File: src/rtl/cfgmon_pkg.sv
// Package: shared constants and types for the configuration mismatch monitor.
// Assumes a 16-bit reset status word with the mismatch flag at a fixed bit.
package cfgmon_pkg;
    localparam int STATUS_W     = 16;
    localparam int MISMATCH_BIT = 9;

    // Flag next-state selection, listed by decreasing priority.
    typedef enum logic [1:0] {
        FLAG_POWER  = 2'd0,
        FLAG_DETECT = 2'd1,
        FLAG_SOFT   = 2'd2,
        FLAG_KEEP   = 2'd3
    } flag_act_e;
endpackage

File: src/rtl/cfgmon_bank.sv
// Module: cfgmon_bank
// Holds NUM_REGS live registers, each paired with a hidden twin. A write
// loads both in one edge. An injection inverts one live bit only. Assumes
// one write and one injection at most per cycle and in-range addresses.
module cfgmon_bank #(
    parameter int NUM_REGS = 8,
    parameter int DATA_W   = 8,
    parameter int ADDR_W   = 3,
    parameter int BIT_W    = 3
) (
    input  logic                         clk,
    input  logic                         rst_n,
    input  logic                         wr_en,
    input  logic [ADDR_W-1:0]            wr_addr,
    input  logic [DATA_W-1:0]            wr_data,
    input  logic                         inj_en,
    input  logic [ADDR_W-1:0]            inj_addr,
    input  logic [BIT_W-1:0]             inj_bit,
    output logic [NUM_REGS*DATA_W-1:0]   live_flat,
    output logic [NUM_REGS*DATA_W-1:0]   shadow_flat
);
    for (genvar g = 0; g < NUM_REGS; g++) begin : g_slot
        logic              hit_wr;
        logic              hit_inj;
        logic [DATA_W-1:0] flip;
        logic [DATA_W-1:0] live_q;
        logic [DATA_W-1:0] twin_q;

        // Decode whether this slot is targeted by a write or by an injection.
        always_comb begin
            hit_wr  = wr_en  && (wr_addr  == ADDR_W'(g));
            hit_inj = inj_en && (inj_addr == ADDR_W'(g));
            flip    = hit_inj ? (DATA_W'(1) << inj_bit) : '0;
        end

        // Update the live copy and its twin; an injection lands on top of a write.
        always_ff @(posedge clk) begin
            if (!rst_n) begin
                live_q <= '0;
                twin_q <= '0;
            end else if (hit_wr) begin
                live_q <= wr_data ^ flip;
                twin_q <= wr_data;
            end else begin
                live_q <= live_q ^ flip;
            end
        end

        assign live_flat[g*DATA_W +: DATA_W]   = live_q;
        assign shadow_flat[g*DATA_W +: DATA_W] = twin_q;
    end
endmodule

File: src/rtl/cfgmon_compare.sv
// Module: cfgmon_compare
// Purely combinational. Reports whether any live register differs from its
// twin. Assumes both buses use the same slot packing.
module cfgmon_compare #(
    parameter int NUM_REGS = 8,
    parameter int DATA_W   = 8
) (
    input  logic [NUM_REGS*DATA_W-1:0] live_flat,
    input  logic [NUM_REGS*DATA_W-1:0] shadow_flat,
    output logic                       mismatch
);
    logic [NUM_REGS-1:0] slot_diff;

    for (genvar g = 0; g < NUM_REGS; g++) begin : g_cmp
        // Inequality of one slot.
        assign slot_diff[g] = live_flat[g*DATA_W +: DATA_W] != shadow_flat[g*DATA_W +: DATA_W];
    end

    // Any slot disagreeing is a mismatch.
    assign mismatch = |slot_diff;
endmodule

File: src/rtl/cfgmon_flag.sv
// Module: cfgmon_flag
// Turns the rising edge of the mismatch level into a one-cycle reset request
// and keeps the sticky flag. Detection overrides a software write. The flag
// sits in the power-on domain (por_n) so it survives the device reset.
module cfgmon_flag
    import cfgmon_pkg::*;
(
    input  logic                clk,
    input  logic                rst_n,
    input  logic                por_n,
    input  logic                mismatch,
    input  logic                flag_wr_en,
    input  logic                flag_wr_val,
    output logic                req,
    output logic [STATUS_W-1:0] status_word
);
    logic      seen_q;
    logic      flag_q;
    logic      detect;
    flag_act_e act;

    // New detection: a mismatch now that was absent in the previous cycle.
    assign detect = rst_n && mismatch && !seen_q;

    // Remember the last mismatch level and emit the request pulse.
    always_ff @(posedge clk) begin
        if (!rst_n) begin
            seen_q <= 1'b0;
            req    <= 1'b0;
        end else begin
            seen_q <= mismatch;
            req    <= detect;
        end
    end

    // Pick the flag action by priority.
    always_comb begin
        if (!por_n)          act = FLAG_POWER;
        else if (detect)     act = FLAG_DETECT;
        else if (flag_wr_en) act = FLAG_SOFT;
        else                 act = FLAG_KEEP;
    end

    // Sticky flag register.
    always_ff @(posedge clk) begin
        unique case (act)
            FLAG_POWER:  flag_q <= 1'b0;
            FLAG_DETECT: flag_q <= 1'b1;
            FLAG_SOFT:   flag_q <= flag_wr_val;
            default:     flag_q <= flag_q;
        endcase
    end

    // Place the flag into the status word.
    always_comb begin
        status_word               = '0;
        status_word[MISMATCH_BIT] = flag_q;
    end
endmodule

File: src/rtl/cfg_shadow_monitor.sv
// Module: cfg_shadow_monitor (top)
// Protected register bank with continuous twin comparison, a mismatch reset
// request and a sticky flag. Assumes rst_n and por_n are synchronous to clk.
module cfg_shadow_monitor
    import cfgmon_pkg::*;
#(
    parameter int NUM_REGS = 8,
    parameter int DATA_W   = 8,
    localparam int ADDR_W  = (NUM_REGS > 1) ? $clog2(NUM_REGS) : 1,
    localparam int BIT_W   = (DATA_W > 1) ? $clog2(DATA_W) : 1,
    localparam int FLAT_W  = NUM_REGS * DATA_W
) (
    input  logic                clk,
    input  logic                rst_n,
    input  logic                por_n,
    input  logic                wr_en,
    input  logic [ADDR_W-1:0]   wr_addr,
    input  logic [DATA_W-1:0]   wr_data,
    input  logic                inj_en,
    input  logic [ADDR_W-1:0]   inj_addr,
    input  logic [BIT_W-1:0]    inj_bit,
    input  logic                flag_wr_en,
    input  logic                flag_wr_val,
    output logic [FLAT_W-1:0]   cfg_flat,
    output logic                mm_rst_req,
    output logic [STATUS_W-1:0] status_word
);
    logic [FLAT_W-1:0] twin_flat;
    logic              mismatch;

    cfgmon_bank #(
        .NUM_REGS(NUM_REGS), .DATA_W(DATA_W), .ADDR_W(ADDR_W), .BIT_W(BIT_W)
    ) u_bank (
        .clk(clk), .rst_n(rst_n),
        .wr_en(wr_en), .wr_addr(wr_addr), .wr_data(wr_data),
        .inj_en(inj_en), .inj_addr(inj_addr), .inj_bit(inj_bit),
        .live_flat(cfg_flat), .shadow_flat(twin_flat)
    );

    cfgmon_compare #(.NUM_REGS(NUM_REGS), .DATA_W(DATA_W)) u_cmp (
        .live_flat(cfg_flat), .shadow_flat(twin_flat), .mismatch(mismatch)
    );

    cfgmon_flag u_flag (
        .clk(clk), .rst_n(rst_n), .por_n(por_n), .mismatch(mismatch),
        .flag_wr_en(flag_wr_en), .flag_wr_val(flag_wr_val),
        .req(mm_rst_req), .status_word(status_word)
    );
endmodule

File: config.mk
export PLATFORM = sky130hd
export DESIGN_NAME = cfg_shadow_monitor
export DESIGN_NICKNAME = d
export VERILOG_FILES = /design/src/rtl/cfgmon_pkg.sv /design/src/rtl/cfgmon_bank.sv /design/src/rtl/cfgmon_compare.sv /design/src/rtl/cfgmon_flag.sv /design/src/rtl/cfg_shadow_monitor.sv
export SDC_FILE = /design/constraint.sdc
export NUM_CORES = 1
export LEC_CHECK = 0
export CORE_UTILIZATION = 49
export CTS_CLUSTER_DIAMETER = 40
export DETAILED_ROUTE_END_ITERATION = 10
export HOLD_SLACK_MARGIN = 0.1
export PLACE_DENSITY = 0.78
export REMOVE_ABC_BUFFERS = 1
export SLEW_MARGIN = 20
export SYNTH_ARGS = -nofsm -noshare
export SYNTH_HDL_FRONTEND = slang
export SYNTH_SLANG_ARGS = --single-unit
File: constraint.sdc
create_clock -name clk -period 1.8 [get_ports clk]
set_input_delay 0.27 -clock clk [delete_from_list [all_inputs] [get_ports clk]]
set_output_delay 0.27 -clock clk [all_outputs]
set_load 0.02 [all_outputs]
==> After elaboration in Yosys (flattened, before gate mapping) <==
Index checks and enable logic that the tools add are counted.
{ "totals": {"regBits": 131, "latchBits": 0, "ramBits": 0, "mem_bits_ro": 0, "in_bits": 24, "out_inout_bits": 81, "word_cells": 104, "memories": 0} }
{ "classes": {"addsub": 0, "n_mul": 0, "n_div": 0, "magnitude_cmp": 0, "eq_ne": 24, "shift": 1, "muxes": 20, "bitwise": 16, "n_reduce_logical": 24} }
{ "op_table": {"columns": ["op", "count"], "rows": [
  ["2-to-1 mux 8 bit", 16],
  ["bitwise XOR 8 bit", 16],
  ["inequality test 8 bit", 8],
  ["equality test 3 bit (second input constant)", 8],
  ["logical AND 1 bit", 18],
  ["equality test 3 x 2 -> 1 bit (second input constant)", 4],
  ["OR reduction 8 bit", 1],
  ["left shift 1 x 3 -> 8 bit (first input constant)", 1],
  ["equality test 3 x 1 -> 1 bit (second input constant)", 2],
  ["zero test 3 bit", 2],
  ["2-to-1 mux 2 bit", 2],
  ["one-hot mux 1 bit (3 select lines)", 1],
  ["nonzero test 3 bit", 1],
  ["equality test 2 x 1 -> 1 bit (second input constant)", 1],
  ["equality test 2 bit (second input constant)", 1],
  ["zero test 2 bit", 1],
  ["zero test 1 bit", 1],
  ["2-to-1 mux 1 bit", 1]
]} }

==> Depth between registers and ports, before layout <==
Gate-level depths: netlist (run 1).
{ "depth": {"ltp_word": 8, "depth_mapped": 8, "depth_no_buf": 8} }

==> Cells and area by module <==
Synthesis (run 1) repeated with hierarchy kept, for this count alone.
{ "hier_totals": {"cells_unflattened": 820, "hier_area_um2": 7260.7} }
{ "by_module_without_submodules": {"columns": ["mod", "n_inst", "cells_each", "area_each_um2", "seq_area_each_um2"], "rows": [
  ["cfgmon_bank", 1, 700, 6258.5, 2562.5],
  ["cfgmon_compare", 1, 85, 691.9, 0.0],
  ["cfgmon_flag", 1, 35, 310.3, 70.1]
]} }

==> Worst setup path after synthesis (run 1) <==
No wires, ideal clock.
{ "synth_timing": {"path_type": "reg2reg", "from": "register u_bank.g_slot[6].live_q[7]", "to": "register u_flag.flag_q, data pin", "setup_time_ns": 0.255, "arrival_ns": 1.738, "t_required_ns": 1.545, "setup_slack_ns": -0.193, "stages_incl_launch_ff": 8, "n_path_buf": 0, "synth_period_minus_slack_ns": 1.993, "cell_sequence": "dfxtp_1 > xnor2_1 > nand4_1 > nor4_1 > and4_1 > o21a_1 > ha_1 > nor2b_1"} }
{ "synth_between": {"elab_chain_cells": 8, "elab_cells_between_ends": 10, "classes_between": "3 x eq/ne; 3 x mux; 4 x reduce/logical"} }
{ "synth_lines": {"columns": ["element", "line", "text"], "rows": [
  ["start: declaration", "cfgmon_bank.sv:26", "logic [DATA_W-1:0] live_q;"],
  ["start signal: assignment", "cfgmon_bank.sv:42", "live_q <= wr_data ^ flip;"],
  ["start signal: assignment", "cfgmon_bank.sv:45", "live_q <= live_q ^ flip;"],
  ["inequality test 8 bit *", "cfgmon_compare.sv:16", "assign slot_diff[g] = live_flat[g*DATA_W +: DATA_W] != shadow_flat[g*DATA_W +: DATA_W];"],
  ["OR reduction 8 bit *", "cfgmon_compare.sv:20", "assign mismatch = |slot_diff;"],
  ["logical AND 1 bit * (2 in a row)", "cfgmon_flag.sv:23", "assign detect = rst_n && mismatch && !seen_q;"],
  ["2-to-1 mux 2 bit *", "cfgmon_flag.sv:39", "else if (detect) act = FLAG_DETECT;"],
  ["2-to-1 mux 2 bit *", "cfgmon_flag.sv:38", "if (!por_n) act = FLAG_POWER;"],
  ["equality test 2 bit, or another cell as far along", "cfgmon_flag.sv:46", "unique case (act)"],
  ["one-hot mux 1 bit (3 select lines) *", "cfgmon_flag.sv:46", null],
  ["end signal: assignment", "cfgmon_flag.sv:49", "FLAG_SOFT: flag_q <= flag_wr_val;"],
  ["end signal: assignment", "cfgmon_flag.sv:50", "default: flag_q <= flag_q;"],
  ["end: declaration", "cfgmon_flag.sv:18", "logic flag_q;"]
]} }
Every way passes the cells marked *; elsewhere a longest branch is shown, timed or not.
A chain may end at the register's enable or synchronous reset.

==> Worst setup path after layout (run 1) <==
{ "layout_timing": {"from": "register u_bank.g_slot[5].live_q[5]", "to": "register u_flag.flag_q, data pin"} }
{ "layout_between": {"elab_chain_cells": 8, "elab_cells_between_ends": 10, "classes_between": "3 x eq/ne; 3 x mux; 4 x reduce/logical"} }
{ "layout_lines": {"columns": ["element", "line"], "rows": [
  ["start: declaration", "cfgmon_bank.sv:26"],
  ["start signal: assignment", "cfgmon_bank.sv:42"],
  ["start signal: assignment", "cfgmon_bank.sv:45"],
  ["inequality test 8 bit *", "cfgmon_compare.sv:16"],
  ["OR reduction 8 bit *", "cfgmon_compare.sv:20"],
  ["logical AND 1 bit * (2 in a row)", "cfgmon_flag.sv:23"],
  ["2-to-1 mux 2 bit *", "cfgmon_flag.sv:39"],
  ["2-to-1 mux 2 bit *", "cfgmon_flag.sv:38"],
  ["equality test 2 bit, or another cell as far along", "cfgmon_flag.sv:46"],
  ["one-hot mux 1 bit (3 select lines) *", "cfgmon_flag.sv:46"]
]} }
Marks and branches as above.

==> metrics.cfg, run 1 <==
[run_status]
status = finished with violations
failed_checks = setup timing

[worst_setup_path]
arrival_ns = 2.36
slowest_delay_ns = 0.34
worstSetupEndpointType = register
worst_setup_path_start_kind = register
crit_chain = xnor2_2 > nand4_1 > nor4_2 > buf_4 > nand4_1 > a21o_1 > ha_1 > nor2b_1
worst-setup-path-type = register to register
worstPathRequired_ns = 1.98
cp_max_fo = 2
crit_path_start = u_bank.g_slot[5].live_q[5]
slowest_stage = dfxtp_2
cpMostUsedCell = nand4_1
r2r_start = u_bank.g_slot[5].live_q[5]

[power]
power_frac_comb_pct = 14.2
swShare_pct = 24.2
p_per_area_nw_per_um2 = 782
p_seq_share_pct = 40.0
pwr-share-clk_pct = 45.9
p_int_uw = 5760
leakage_uw = 0.00442
netSwitchingPower_uw = 1840
vdd_drop_max_mv = 0.724

[synthesis]
ys_warn_count = 0
synth-compound-area-share_pct = 15.8
synth_area_leader_cell = dfxtp_1
synthMuxAreaShare_pct = 4.72
synth-adder-area-share_pct = 0.553
synth-async-reset-ratio_pct = 0
synth.most_common_cell = nand2_1
yosysTopAreaCellShare_pct = 38.4
synth_top_family_by_area = simple AND/OR/NAND/NOR gates
synth_simple_gate_area_share_pct = 26.0
synth_xor_area_share_pct = 8.26
synth_edf_count = 1
synth-main-ff-cell = dfxtp_1
ys_top_cells_by_area = dfxtp_1 38%, a21boi_0 10%, xnor2_1 8.3%
synth_area_um2 = 6790
ys_types = 40
yosys-top-cells-count = 136 x nand2_1, 130 x dfxtp_1, 91 x a21boi_0
ys_seq_area_share_pct = 38.8
ys_ff_latch = 131
synthCells = 796
syn_avg_cell_area_um2 = 8.52

[global_route]
grt_pass1_vias = 6119
grt_first_pass_wirelength_um = 32100
grt_use_total_pct = 29.5
grt_max_degree = 130
grt_overflow_total = 0
antenna_found_initial = 0

[finish]
layout.nets = 1012
stdcell_count = 1175
fin_area_um2 = 9730
area_delta_synth_final_pct = 43.3
drive_gt1_share_pct = 20.3

[min_path]
worstHoldStart = rst_n
hp-class = input pin to register

[placed_design]
gp_congestion = 0.844
portBuffers = 89
pre_cts_ws_ns = -0.520
placed_cells = 1138
place_area_um2 = 8870
place.detailed.hpwl_um = 13700

[floorplan]
initial_core_util_pct = 50.8
rows = 42
die_h_um = 120
core_um2 = 13300
io_pins = 105
die_area_um2 = 14300
die_w_um = 120

[route]
via_per_inst = 5.71
routed_wl_um = 21300
drc = 0
wl_per_cell_um = 18.1
met2_length_um = 10300
drt_iter0_drc = 723
postRouteAntennaNets = 0
vias = 6706
dr.pass1.iters = 6
wl_met3_um = 1690
drt-met1-wl_um = 8800
top_layer_used = met4

[cts]
cts_buffers = 17
cts_tree = built
ctsHoldBuffers = 0
path_clk_slew_ns = 0.05
cts_max_path_buffers = 2
cts_sinks = 131
htreeDepth = 4
clk_latency_ns = 0.43
cts.root.buffer_cell = clkbuf_16

[timing]
whs_ns = 0.238
setup_slack_ns = -0.376
finalHoldViolCount = 0
setup_viol_count_final = 2
rsz0062_at_grt = yes
slew_violations = 0
fin_crit_sh_pct = 121
clock_skew_ns = 0.00376
fin_setup_tns_ns = -0.625
clock.fmax_ghz = 0.460
fin_crit_ns = 2.18

[flow_run]
max_cap_viol_count = 0

-- sequential cells by signal (all words and copies together) (netlist names) --
signal,count
u_flag.req,1
u_bank.g_slot.twin_q,64
u_flag.flag_q,1
u_flag.seen_q,1
u_bank.g_slot.live_q,64
-- power groups by stage --
stage	Clock, µW	Combinational, µW	Sequential [µW]
floorplan	0	358	3150
global placement	0	1000	3090
detailed placement	0	1020	3090
CTS	3500	1050	3040
global route	3620	1140	3040
finish	3490	1080	3040
-- routing by layer --
| layer | GRT usage [%] | up-vias |
|---|---|---|
| met5 | 0 | - |
| met2 | 49.2 | 303 |
| met3 | 5.80 | 54 |
| met4 | 11.0 | 0 |
| met1 | 37.5 | 3235 |
| li1 | - | 3114 |
-- path summary, 6_finish.rpt --
check	endpoint	slack, ns	depth (start not counted)
max	u_flag.flag_q	-0.38	8
min	u_flag.req	0.24	3
max reg2reg	u_flag.flag_q	-0.38	8
min reg2reg	u_bank.g_slot[3].twin_q[3]	0.47	2
-- what timing repair did --
item                       CTS  global route
hold endpoints to repair     0             0
setup buffers                1             2
gates resized for setup     29            37
setup endpoints to repair   18            77
cloned                       0             1
pin swaps                   13             6
-- cell usage in the layout, fill, tap and decap left out, drive strengths merged, types with 30 or more instances in the layout --
master | synthesis | routed
mux2i | 32 | 32
and3 | 68 | 68
dfxtp | 130 | 130
buf | 31 | 140
or3 | 65 | 65
o21ai | 65 | 65
nand2 | 136 | 136
a21boi | 96 | 96
xnor2 | 64 | 64
clkdlybuf4s50 | 0 | 57
clkbuf | 42 | 30
-- final cells by class --
| type | instances | area (µm²) |
|---|---|---|
| timing repair buffer | 229 | 2320 |
| clock inverter | 3 | 65.1 |
| tap | 176 | 220 |
| clock buffer | 29 | 531 |
| multi-input combinational | 605 | 3950 |
| inverter | 1 | 3.75 |
| sequential | 131 | 2640 |
| fill | 978 | 3620 |
| antenna | 1 | 2.50 |
-- kinds of logic after synthesis --
family                   Yosys count
other                              1
AO/OA/AOI/OAI                    165
AND/OR/NAND/NOR                  326
flip-flops                       131
buffers and inverters             74
multiplexers                      32
XOR/XNOR                          64
adder cells (fa/ha/maj)            3
-- worst max-delay path: cells and delay by family (launching register included) --
kind                       cells  cell delay (ns)
AOI/OAI and AO/OA              1             0.22
xor gates and xnor gates       1             0.20
adders and majority gates      1             0.26
buffers and inverters          1             0.18
DFF                            1             0.34
and+or+nand+nor                4             0.73
-- metrics by stage --
stage               utilization, %  power (µW)
CTS                           71.8        7580
global placement              66.5        4090
detailed placement            66.5        4110
floorplan                        -        3510
global route                  72.8        7810
finish                        72.9        7600
No activity file was read; power rests on OpenSTA's default activity.
==> inputs of run 2 (changes only) <==
CORE_MARGIN = 2   (was not set)
==> metrics.cfg, run 2 (same netlist as run 1, synthesis figures left out) <==
[placed_design]
portBuffers = 89
gp_congestion = 0.868
place.detailed.hpwl_um = 14300
pre_cts_ws_ns = -0.429
placed_cells = 1141

[cts]
path_clk_slew_ns = 0.06
clk_latency_ns = 0.42
htreeDepth = 4
cts_buffers = 17
ctsHoldBuffers = 0
cts_max_path_buffers = 2
cts_tree = built
cts_sinks = 131
cts.root.buffer_cell = clkbuf_16

[finish]
stdcell_count = 1174
most-common-layout-cells = 136 x nand2_1, 119 x dfxtp_1, 116 x buf_4
post-route-util_pct = 72.3
drive_gt1_share_pct = 21.4
mostFrequentLayoutCell = nand2_1
top_regs = u_bank.g_slot.live_q: 64 flops, u_bank.g_slot.twin_q: 64 flops
layout.nets = 1013
area_delta_synth_final_pct = 42.7

[run_status]
failed_checks = setup timing
status = finished with violations

[global_route]
grt_max_degree = 129
grt_first_pass_wirelength_um = 33500
grt_overflow_total = 0
antenna_found_initial = 0
grt_pass1_vias = 6387
grt_use_total_pct = 29.9

[floorplan]
initial_core_util_pct = 50.6
die_h_um = 122
core_um2 = 13400
die_area_um2 = 14800
io_pins = 105
rows = 42
die_w_um = 122

[timing]
rsz0062_at_grt = yes
setup_slack_ns = -0.358
clock.fmax_ghz = 0.463
fin_crit_ns = 2.16
fin_crit_sh_pct = 120
slew_violations = 0
clock_skew_ns = 0.00808
finalHoldViolCount = 0
setup_viol_count_final = 2

[worst_setup_path]
cp_max_fo = 3
worstPathRequired_ns = 1.98
r2r_cells = 8
worstSetupEndpointType = register
arrival_ns = 2.34
worst-setup-path-type = register to register
worst_setup_path_start_kind = register

[route]
dr.pass1.iters = 4
routed_wl_um = 21900
via_per_inst = 5.70
postRouteAntennaNets = 0
vias = 6689
drt_iter0_drc = 760
drc = 0
wl_per_cell_um = 18.7

[min_path]
whs_path_depth = 2
hp-class = input pin to register

[power]
leakage_uw = 0.00447
vdd_drop_max_mv = 0.656
p_per_area_nw_per_um2 = 767

[flow_run]
max_cap_viol_count = 0

## run 2: cell types whose count changed in the layout (fill, tap and decap cells not counted), sizes merged
cell,before,now
clkdlybuf4s50,57,54
dlymetal6s2s,23,29
dlygate4sd2,8,5
buf,140,142
clkbuf,30,24
clkinv,1,4
## run 2: layout make-up
| cell class | instances | area [µm²] |
|---|---|---|
| multi-input combinational | 605 | 3980 |
| fill | 948 | 3720 |
| sequential | 131 | 2650 |
| inverter | 1 | 3.75 |
| clock buffer | 24 | 472 |
| tap | 176 | 220 |
| antenna | 1 | 2.50 |
| timing repair buffer | 230 | 2280 |
| clock inverter | 6 | 80.1 |
## run 2: path summary, 6_finish.rpt
path / from / end / slack [ns]
worst max register to register: u_bank.g_slot[2].twin_q[3] / u_flag.flag_q / -0.36
worst max-delay path: u_bank.g_slot[2].twin_q[3] / u_flag.flag_q / -0.36
worst min register to register: u_bank.g_slot[6].twin_q[6] / u_bank.g_slot[6].twin_q[6] / 0.47
worst min-delay path: rst_n / u_flag.seen_q / 0.22
## run 2: routing by layer
layer | vias up | wire [µm] | track usage, %
met4 | 0 | 1010 | 15.2
li1 | 3123 | - | -
met2 | 304 | 10300 | 48.9
met5 | - | 0 | 0
met3 | 78 | 1690 | 6.65
met1 | 3184 | 8910 | 37.0
## run 2: repair_timing
item | 4_1_cts | 5_1_grt
endpoints found under the setup margin | 2 | 83
gates resized for setup | 35 | 41
buffers inserted | 1 | 1
pin swaps | 17 | 7
gates cloned | 0 | 1
## run 2: metrics by stage
step	hold WS (ns)	power, µW	setup TNS, ns	cell area, µm²
after floorplan	0.392	3510	-0.416	6450
after global placement	0.462	4090	-21.27	8860
after detailed placement	0.469	4110	-23.04	8860
after CTS	0.208	7390	-0.438	9560
after global routing	0.216	7620	-0.827	9680
final	0.221	7420	-0.595	9680
## run 2: worst max-delay path, cell delays in order, from the launching register on
cell     delay [ns]
dfxtp_1        0.34
xnor2_2        0.22
nand4_1        0.14
nor4_2         0.32
buf_4          0.18
and4_4         0.24
o21a_1         0.13
ha_1           0.22
nor2b_1        0.12
## run 2: power by group
part	switching [µW]	internal (µW)
sequential	57.3	2980
clock	1220	2080
combinational	565	515
==> inputs of run 3 (changes only) <==
SETUP_SLACK_MARGIN = 0.02   (was not set)
clock period = 1.9 ns   (was 1.8 ns; I/O delays follow)
==> metrics.cfg, run 3 (same netlist as run 1, synthesis figures left out) <==
[timing]
clock_skew_ns = 0.00526
finalHoldViolCount = 0
fin_crit_ns = 2.16
rsz0062_at_grt = yes
slew_violations = 0
clock.fmax_ghz = 0.464
fin_crit_sh_pct = 114
setup_viol_count_final = 2
setup_slack_ns = -0.257

[cts]
cts_buffers = 17
clk_latency_ns = 0.43
cts.root.buffer_cell = clkbuf_16
cts_max_path_buffers = 2
cts_tree = built
path_clk_slew_ns = 0.05
cts_sinks = 131
htreeDepth = 4

[run_status]
failed_checks = setup timing
status = finished with violations

[worst_setup_path]
worstPathRequired_ns = 2.08
cp_top_family = simple AND/OR/NAND/NOR gates
slowest_stage = dfxtp_1
rr_endpoint = u_flag.flag_q
worst_setup_path_start_kind = register
arrival_ns = 2.34
r2r_cells = 8
worst-setup-path-type = register to register
cpMostUsedCell = nand4_1
worst-path-buf-inv = 1
r2r_start = u_bank.g_slot[1].twin_q[2]
cp_max_fo = 2
worstSetupEndpointType = register
slowest_delay_ns = 0.34
crit_chain = xnor2_2 > nand4_1 > nor4_1 > buf_4 > nand4_1 > a21o_1 > ha_1 > nor2b_1
crit_path_start = u_bank.g_slot[1].twin_q[2]
rrSetupSlack_ns = -0.26

[placed_design]
gp_congestion = 0.841
place.detailed.hpwl_um = 14100
portBuffers = 89

[finish]
layout.nets = 1017
mostFrequentLayoutCell = nand2_1
drive_gt1_share_pct = 20.6
post-route-util_pct = 71.8
layout.area.seq_um2 = 2640
n_fill_cell = 959
area_delta_synth_final_pct = 41.8
most-common-layout-cells = 136 x nand2_1, 124 x dfxtp_1, 121 x buf_4
top_regs = u_bank.g_slot.live_q: 64 flops, u_bank.g_slot.twin_q: 64 flops
diodes = 0
multiInputGateArea_um2 = 3950

[route]
postRouteAntennaNets = 0
vias = 6648
via_per_inst = 5.64
drt_iter0_drc = 741
drc = 0
routed_wl_um = 21500
dr.pass1.iters = 5
wl_per_cell_um = 18.3

[floorplan]
initial_core_util_pct = 50.6
io_pins = 105
rows = 42
die_w_um = 122
die_h_um = 122
die_area_um2 = 14800
core_um2 = 13400

[min_path]
hold_end = u_flag.req
hp-class = input pin to register
worstHoldStart = rst_n
whs_path_depth = 3

[global_route]
grt_use_met3_pct = 5.24
gr-max-usage-layer = met2
use_met1_pct = 36.3
grt_use_total_pct = 28.8
grt_pass1_vias = 6140
antenna_found_initial = 0
grt_max_degree = 130
grt_first_pass_wirelength_um = 32100
met2_usage_pct = 48.2
grt_overflow_total = 0

[power]
p_total_uw = 7010
leakage_uw = 0.00398
vdd_drop_max_mv = 0.600
p_per_area_nw_per_um2 = 729

[flow_run]
max_cap_viol_count = 0

-- run 3: cell types whose count changed in the layout (fill, tap and decap cells not counted), moves of 5 or more --
cell / before / now
buf_4: 116 / 121
clkdlybuf4s50_1: 54 / 86
dfxtp_1: 119 / 124
dfxtp_2: 11 / 6
dlygate4sd2_1: 5 / 0
dlymetal6s2s_1: 29 / 2
xnor2_1: 47 / 53
xnor2_2: 17 / 11
-- run 3: tightest hold or removal path, stage by stage --
cell and delay (ns):
buf_2 0.17, nand2b_1 0.13, nor2_1 0.05
-- run 3: worst max-delay path by stage --
stage / endpoint / depth (start not counted)
CTS: u_flag.flag_q / 8
global placement: u_flag.flag_q / 9
finish: u_flag.flag_q / 8
global route: u_flag.flag_q / 8
floorplan: u_flag.flag_q / 7
detailed placement: u_flag.flag_q / 9
-- run 3: layout make-up --
type	instances	share of cell area, %
clock buffers	26	5.19
multi-input cells	606	41.1
clock inverters	5	0.520
well taps	176	2.29
repair buffers	233	23.4
inverters	1	0.0390
flip-flops and latches	131	27.4
-- run 3: layer usage --
layer / routed length, µm / vias up / part of all wire, %
met5: 0 / - / 0
met4: 688 / 0 / 3.2
met3: 1820 / 49 / 8.5
met2: 10200 / 337 / 47
met1: 8850 / 3125 / 41
li1: - / 3137 / -
-- run 3: where the power goes --
group | total [µW] | internal [µW] | switching [µW]
logic | 1030 | 493 | 534
registers | 2880 | 2830 | 51.6
clock network | 3110 | 1920 | 1190
-- run 3: what timing repair did --
| action | CTS | global route |
|---|---|---|
| gates cloned | 0 | 2 |
| buffers inserted | 1 | 2 |
| hold buffers | 0 | 0 |
| pin swaps | 12 | 3 |
| setup endpoints to repair | 2 | 20 |
| gates resized for setup | 18 | 12 |
-- run 3: through the flow --
stage	setup WS, ns	cells	instance area, µm²	setup TNS (ns)	hold slack (ns)
6_report	-0.257	1178	9620	-0.395	0.253
3_5_place_dp	-0.390	1142	8870	-18.10	0.469
4_1_cts	-0.211	1174	9520	-0.304	0.235
5_1_grt	-0.329	1178	9620	-0.523	0.259
3_3_place_gp	-0.317	1142	8870	-15.96	0.463
2_1_floorplan	-0.0932	737	6450	-0.0932	0.407
